### src/rtl/subc_pkg.sv
package subc_pkg;

    localparam int INSTR_W  = 32;
    localparam int IDX_W    = 5;
    localparam int PRIM_W   = 6;
    localparam int EXT_W    = 9;

    localparam logic [PRIM_W-1:0] PRIM_CODE = 6'd31;
    localparam logic [EXT_W-1:0]  EXT_CODE  = 9'd8;

    typedef struct packed {
        logic             hit;
        logic [IDX_W-1:0] rt;
        logic             oe;
        logic             rc;
    } dec_t;

    typedef enum logic [0:0] {
        ST_IDLE  = 1'b0,
        ST_WRITE = 1'b1
    } wb_state_e;

endpackage

### src/rtl/subc_decode.sv
module subc_decode
    import subc_pkg::*;
(
    input  logic               in_valid,
    input  logic [INSTR_W-1:0] instr,
    output dec_t               dec
);

    logic [PRIM_W-1:0] prim_f;
    logic [EXT_W-1:0]  ext_f;

    always_comb begin
        prim_f  = instr[INSTR_W-1 -: PRIM_W];
        ext_f   = instr[EXT_W:1];
        dec.hit = in_valid && (prim_f == PRIM_CODE) && (ext_f == EXT_CODE);
        dec.rt  = instr[INSTR_W-1-PRIM_W -: IDX_W];
        dec.oe  = instr[EXT_W+1];
        dec.rc  = instr[0];
    end

endmodule

### src/rtl/subc_alu.sv
module subc_alu #(
    parameter int W = 32
) (
    input  logic [W-1:0] a,
    input  logic [W-1:0] b,
    output logic [W-1:0] res,
    output logic         carry,
    output logic         ovf
);

    localparam int SUM_W = W + 1;

    logic [SUM_W-1:0] sum;

    always_comb begin
        sum   = {1'b0, ~a} + {1'b0, b} + SUM_W'(1);
        res   = sum[W-1:0];
        carry = sum[W];
        ovf   = (a[W-1] != b[W-1]) && (res[W-1] != b[W-1]);
    end

endmodule

### src/rtl/subc_flags.sv
module subc_flags #(
    parameter int W = 32
) (
    input  logic         clk,
    input  logic         rst,
    input  logic         upd,
    input  logic         oe,
    input  logic         rc,
    input  logic [W-1:0] res,
    input  logic         carry,
    input  logic         ovf,
    input  logic         fw_en,
    input  logic         fw_ca,
    input  logic         fw_ov,
    input  logic         fw_so,
    output logic         ca,
    output logic         ov,
    output logic         so,
    output logic [3:0]   cond
);

    logic       ca_n, ov_n, so_n;
    logic [3:0] cond_n;
    logic       lt, gt, eq;

    always_comb begin
        lt = res[W-1];
        eq = (res == '0);
        gt = !lt && !eq;

        ca_n = ca;
        ov_n = ov;
        so_n = so;
        if (upd) begin
            ca_n = carry;
            if (oe) begin
                ov_n = ovf;
                so_n = so | ovf;
            end
        end
        if (fw_en) begin
            ca_n = fw_ca;
            ov_n = fw_ov;
            so_n = fw_so;
        end

        cond_n = cond;
        if (upd && rc) begin
            cond_n = {lt, gt, eq, so_n};
        end
    end

    always_ff @(posedge clk) begin
        if (rst) begin
            ca   <= 1'b0;
            ov   <= 1'b0;
            so   <= 1'b0;
            cond <= 4'b0000;
        end else begin
            ca   <= ca_n;
            ov   <= ov_n;
            so   <= so_n;
            cond <= cond_n;
        end
    end

    AST_OV_HOLD: assert property (@(posedge clk) disable iff (rst)
        (!(upd && oe) && !fw_en) |=> $stable(ov) && $stable(so));
    AST_SO_STICKY: assert property (@(posedge clk) disable iff (rst)
        (so && !fw_en) |=> so);
    AST_OV_FEEDS_SO: assert property (@(posedge clk) disable iff (rst)
        (upd && oe && !fw_en) |=> (!ov || so));
    AST_COND_ONE_REL: assert property (@(posedge clk) disable iff (rst)
        (upd && rc) |=> ($countones(cond[3:1]) == 1) && (cond[0] == so));
    AST_COND_HOLD: assert property (@(posedge clk) disable iff (rst)
        !(upd && rc) |=> $stable(cond));
    AST_FW_LOAD: assert property (@(posedge clk) disable iff (rst)
        fw_en |=> (ca == $past(fw_ca)) && (ov == $past(fw_ov)) && (so == $past(fw_so)));

endmodule

### src/rtl/subc_exec.sv
module subc_exec
    import subc_pkg::*;
#(
    parameter int W = 32
) (
    input  logic               clk,
    input  logic               rst,
    input  logic               in_valid,
    input  logic [INSTR_W-1:0] instr,
    input  logic [W-1:0]       opa,
    input  logic [W-1:0]       opb,
    input  logic               flag_wr_en,
    input  logic               flag_wr_ca,
    input  logic               flag_wr_ov,
    input  logic               flag_wr_so,
    output logic               wr_en,
    output logic [IDX_W-1:0]   wr_idx,
    output logic [W-1:0]       wr_data,
    output logic               ca,
    output logic               ov,
    output logic               so,
    output logic [3:0]         cond
);

    dec_t       dec;
    logic [W-1:0] alu_res;
    logic       alu_carry;
    logic       alu_ovf;
    wb_state_e  state_q, state_n;

    subc_decode u_decode (
        .in_valid (in_valid),
        .instr    (instr),
        .dec      (dec)
    );

    subc_alu #(.W(W)) u_alu (
        .a     (opa),
        .b     (opb),
        .res   (alu_res),
        .carry (alu_carry),
        .ovf   (alu_ovf)
    );

    subc_flags #(.W(W)) u_flags (
        .clk   (clk),
        .rst   (rst),
        .upd   (dec.hit),
        .oe    (dec.oe),
        .rc    (dec.rc),
        .res   (alu_res),
        .carry (alu_carry),
        .ovf   (alu_ovf),
        .fw_en (flag_wr_en),
        .fw_ca (flag_wr_ca),
        .fw_ov (flag_wr_ov),
        .fw_so (flag_wr_so),
        .ca    (ca),
        .ov    (ov),
        .so    (so),
        .cond  (cond)
    );

    always_comb begin
        state_n = state_q;
        unique case (state_q)
            ST_IDLE:  state_n = dec.hit ? ST_WRITE : ST_IDLE;
            ST_WRITE: state_n = dec.hit ? ST_WRITE : ST_IDLE;
            default:  state_n = ST_IDLE;
        endcase
    end

    always_ff @(posedge clk) begin
        if (rst) begin
            state_q <= ST_IDLE;
        end else begin
            state_q <= state_n;
        end
    end

    always_ff @(posedge clk) begin
        if (rst) begin
            wr_idx  <= '0;
            wr_data <= '0;
        end else if (dec.hit) begin
            wr_idx  <= dec.rt;
            wr_data <= alu_res;
        end
    end

    always_comb begin
        wr_en = (state_q == ST_WRITE);
    end

    AST_WE_ON_HIT: assert property (@(posedge clk) disable iff (rst)
        dec.hit |=> wr_en && (wr_idx == $past(dec.rt)));
    AST_WE_QUIET: assert property (@(posedge clk) disable iff (rst)
        !dec.hit |=> !wr_en);
    AST_INVALID_IGNORED: assert property (@(posedge clk) disable iff (rst)
        (!in_valid && !flag_wr_en) |=> !wr_en && $stable(ca) && $stable(cond));

endmodule

### config.mk
export PLATFORM = sky130hd
export DESIGN_NAME = subc_exec
export DESIGN_NICKNAME = d
export VERILOG_FILES = /design/src/rtl/subc_pkg.sv /design/src/rtl/subc_decode.sv /design/src/rtl/subc_alu.sv /design/src/rtl/subc_flags.sv /design/src/rtl/subc_exec.sv
export SDC_FILE = /design/constraint.sdc
export NUM_CORES = 1
export LEC_CHECK = 0
export CORE_MARGIN = 1.5
export CORE_UTILIZATION = 42
export CTS_CLUSTER_DIAMETER = 100
export DETAILED_ROUTE_END_ITERATION = 6
export PLACE_DENSITY = 0.78
export SLEW_MARGIN = 10
export SYNTH_ARGS = -nofsm -noshare
export SYNTH_HDL_FRONTEND = slang
export SYNTH_SLANG_ARGS = --single-unit
### constraint.sdc
create_clock -name clk -period 2.8 [get_ports clk]
set_input_delay 0.56 -clock clk [delete_from_list [all_inputs] [get_ports clk]]
set_output_delay 0.56 -clock clk [all_outputs]
set_load 0.01 [all_outputs]
Yosys cells after proc, flatten, opt, wreduce, memory -nomap -nowiden
Index checks and enable logic that the tools add are counted.
{"block": "word_totals", "out_inout_bits": 45, "regBits": 45}
{"block": "op_classes", "add_sub_neg": 2, "n_reduce_logical": 11, "bitwise": 2, "muxes": 9, "eq_ne": 4}
{"op": "adder 32 x 32 -> 33 bit", "n": 1}
{"op": "adder 33 x 1 -> 33 bit, second input constant", "n": 1}
{"op": "logical NOT 32 bit", "n": 1}
{"op": "inverter 32 bit", "n": 1}
{"op": "== test 9 x 4 -> 1 bit, second input constant", "n": 1}
{"op": "2-to-1 mux 1 bit", "n": 9}
{"op": "== test 6 x 5 -> 1 bit, second input constant", "n": 1}
{"op": "logical AND 1 bit", "n": 5}
{"op": "nonzero test 2 bit", "n": 2}
{"op": "logical NOT 1 bit", "n": 2}
{"op": "inequality test 1 bit", "n": 2}
{"op": "AND reduction 2 bit", "n": 1}
{"op": "OR 1 bit", "n": 1}

Longest topological paths before layout
{"block": "depth", "word_depth": 9, "ltp_mapped": 13, "depth_no_buf": 12}

Cells and area by module
A second synthesis with hierarchy kept.
{"block": "unflattened", "cells_unflattened": 499, "hier_area_um2": 3955.0}
{"module": "subc_alu", "cells_each": 323, "area_per_inst_um2": 2119.5, "instances": 1}
{"module": "subc_exec", "cells_each": 121, "area_per_inst_um2": 1342.5, "instances": 1}
{"module": "subc_flags", "cells_each": 43, "area_per_inst_um2": 386.6, "instances": 1}
{"module": "subc_decode", "cells_each": 12, "area_per_inst_um2": 106.4, "instances": 1}

Worst setup path before layout
OpenSTA, ideal clock, no wires.
{"block": "synth_path", "kind": "input -> register", "start": "input opb[0]", "end": "register u_flags.cond[1]", "path_buffers": 0, "stages": 12, "t_required_ns": 2.683, "arrival_ns": 2.917, "setup_time_ns": 0.117, "setup_slack_ns": -0.234, "cell_sequence": "inv_1 -> ha_1 -> fa_1 -> and2b_1 -> o2111a_1 -> o2111ai_2 -> a31oi_2 -> mux2i_1 -> a311oi_1 -> nor4_1 -> and4_1 -> a22o_1"}
{"block": "synth_between", "elab_chain_len": 3}
{"element": "from (decl)", "line": "subc_exec.sv:11", "text": "input logic [W-1:0] opb,"}
{"element": "adder 32 x 32 -> 33 bit", "line": "subc_alu.sv:16", "text": "sum = {1'b0, ~a} + {1'b0, b} + SUM_W'(1);"}
{"element": "adder 33 x 1 -> 33 bit", "line": "subc_alu.sv:16"}
{"element": "logical NOT 32 bit", "line": "subc_flags.sv:28", "text": "eq = (res == '0);"}
{"element": "to (signal assigned)", "line": "subc_flags.sv:63", "text": "cond <= cond_n;"}
{"element": "to (decl)", "line": "subc_flags.sv:19", "text": "output logic [3:0] cond"}
No other way between the ends.
A chain may end at the register's enable or synchronous reset.

Final worst setup path
{"block": "layout_path", "start": "input opb[13]", "end": "register u_flags.cond[1]"}
Same word-level chain as after synthesis.

==> metrics.md <==
| Metric | Value |
|---|---|
| Run status | complete, but fails checks |
| Failing checks | setup timing |
| Commonest non-fill, non-tap cell in the layout | buf_4 |
| GRT Overall Usage | about 33% |
| Distinct cell type count after synthesis | 75 |
| Least-Margin Pin Slew | roughly 420 ps |
| Layout cells sized above 1 | a little over two fifths |
| Most frequent cells in the layout | 183 x buf_4, 84 x nand2_1, 82 x clkdlybuf4s50_1 |
| Fillers | just under 600 |
| Largest net degree at the start of global routing | 46 |
| CTS max path bufs | 2 |
| Clock Skew | 0.185 ps |
| Clock power frac | 16.8% |
| CTS root buf | clkbuf_8 |
| TritonCTS clock tree | yes |
| Maxcap violations | 0 |
| Seq pwr share | ~25% |
| Setup TNS Final | -469 ps |
| Static leakage | roughly 3.4 nW |
| Slack of the worst reg-to-reg path | 1810 ps |
| Cell Pwr Density | 319 nW/µm² |
| Async set or reset register ratio after synthesis | 0% |
| Vias in the first global route | 6069 |
| Post-DP HPWL | ~13 mm |
| Global route overflow | 0 |
| Clock latency on the worst-skew pair | roughly 300 ps |
| Max-slew violation count | 0 |
| Final min period | 3010 ps |
| P_sw | 0.950 mW |
| Most area-hungry cell type in the Yosys netlist | dfxtp_1 |
| Finished Layout Cells | ~1.0k |
| Wirelength per Cell | around 18 µm |
| Synthesized area per cell | between 7 and 8 µm² |
| Inserted Diodes | 0 |
| Global-route wire length before repair | a little under 30 mm |
| Synth Flop Type | dfxtp_1 |
| HP Class | register to register |
| Final Hold Vio Count | 0 |
| # IOs | between 100 and 150 |
| Final WL | 19.3 mm |
| DR vias/cell | between 5 and 6 |
| Area of the multi-input gates | slightly above 4000 µm² |
| TritonCTS Buffers | 5 |
| # DRC | 0 |
| RSZ-0062 raised after global routing | yes |
| Num rows | 36 |
| Yosys warnings | 0 |
| Yosys reg bits | 45 |
| Initial antenna violation count | 0 |
| Area Overhead vs Synth | 92.6% |
| Cells after Synth | between 500 and 600 |
| Peak fanout along the critical path | 5 |
| Die width | between 100 and 150 µm |
| 1st-iter DRT viols | approximately 600 |
| DRT Pass-1 Iters | 6 |
| CP arrival | roughly 3300 ps |
| Tcrit/Tclk final | 107% |
| Dpl cells | roughly 1.0k |
| Nets | 1049 |
| EDFF count, synth | 0 |
| Clock transition at path regs | 80 ps |
| CTS sink cnt | 45 |
| Final weighted congestion in routability-driven placement | approximately 1.0 |
| Seq/Total Area, Yosys | between 20% and 30% |
| H-tree depth | 2 |
| Die area | ~11000 µm² |
| CP required | just over 3000 ps |
| Max-slew headroom | 71.5% |
| Syn Nets | approximately 730 |
| Synth top area cells | dfxtp_1 21%, ha_1 9.4%, nand2_1 8.0% |
| Antenna viol nets, final | 0 |
| Fmax achieved | about 330 MHz |
| Comb power frac | 58.7% |
| Sw Share | between 30% and 40% |
| Core area | ~9800 µm² |
| Vias after detailed routing | 6183 |
| CP Class | input pin to register |
| Startpoint Class | input pin |
| VDD IR max | ~200 µV |
| Critical path capture point type | register |
| Post-route total power | around 2.6 mW |
| Final setup violation count | 4 |
| Final Cell Area | about 8000 µm² |
| Post-synthesis cell area | 4280 µm² |
| Internal | ~1.7 mW |
| Register Area | about 900 µm² |
| Placed Area | roughly 6900 µm² |
| DIE HEIGHT | between 100 and 150 µm |
| Setup WS post-layout | -206 ps |
| Post-synth top area share | a little over a fifth |
| Port Buf Inserts | around 140 |
| Initial cell density of the core | between 40% and 50% |
[synth_stat cells (all sizes together) (13+ instances only)]
master	instances
a21oi	70
buf	13
clkbuf	22
dfxtp	45
ha	32
inv	39
nand2	91
nand3	16
nor2	37
nor3	13
o21ai	30
[layer usage]
metal,part of all wire (%),GRT usage [%]
met5,0,0
met4,4.8,12.7
met3,8.7,4.70
met2,48,57.5
met1,38,39.8
[critical path, stage by stage]
cell           delay, ps
dlygate4sd2_1        260
ha_4                 270
nand2_1              140
o21ai_4               90
a31o_1               220
a221o_1              360
or3_1                410
a211o_1              300
nor4_2               240
and4_4               260
a22o_1               130
[registers in the layout, summed over array words and instances (netlist names)]
name          count
u_flags.ca        1
u_flags.cond      4
u_flags.ov        1
u_flags.so        1
wr_data          32
wr_en             1
wr_idx            5
[kinds of logic after synthesis]
| logic type | Yosys count | share of synthesized area (%) |
|---|---|---|
| muxes | 4 | 0.995 |
| DFF | 45 | 21.1 |
| xor gates and xnor gates | 15 | 3.07 |
| adders and majority gates | 33 | 9.83 |
| buffers and inverters | 74 | 7.52 |
| and+or+nand+nor | 231 | 26.7 |
| AOI/OAI and AO/OA | 196 | 30.8 |
[power by group through the flow]
stage / combinational [mW] / sequential (mW) / clock (mW)
3_3_place_gp: 1.12 / 0.658 / 0
2_1_floorplan: 0.523 / 0.660 / 0
5_1_grt: 1.62 / 0.644 / 0.472
4_1_cts: 1.40 / 0.643 / 0.446
6_report: 1.54 / 0.644 / 0.440
3_5_place_dp: 1.14 / 0.659 / 0
[timing repair]
item,in CTS,in global routing
hold buffers,0,0
endpoints found under the setup margin,24,9
pin swaps,96,25
gates resized for setup,247,67
buffers inserted,32,6
cloned,0,0
[final cells by class]
type	count	area share, %
inverters	39	1.81
repair buffers	343	35.1
clock buffers	7	1.17
clock inverters	1	0.0608
flip-flops and latches	45	10.9
well taps	133	2.02
multi-input cells	479	48.9
[path summary, 6_finish.rpt]
| kind | start | endpoint | cells past startpoint |
|---|---|---|---|
| worst max-delay path | opb[13] | u_flags.cond[1] | 11 |
| worst min-delay path | wr_data[24] | wr_data[24] | 2 |
| worst max register to register | u_flags.so | u_flags.cond[0] | 3 |
| worst min register to register | wr_data[24] | wr_data[24] | 2 |
[stage by stage]
step           hold slack, ps  util [%]  setup slack [ps]
6_report                  459      83.8              -206
3_5_place_dp              446      70.7             -1050
2_1_floorplan             476         -              -121
4_1_cts                   457      82.0             -86.0
5_1_grt                   487      83.8              -285
3_3_place_gp              443      70.7              -996
Note: power is estimated with default switching activity, not from simulation.
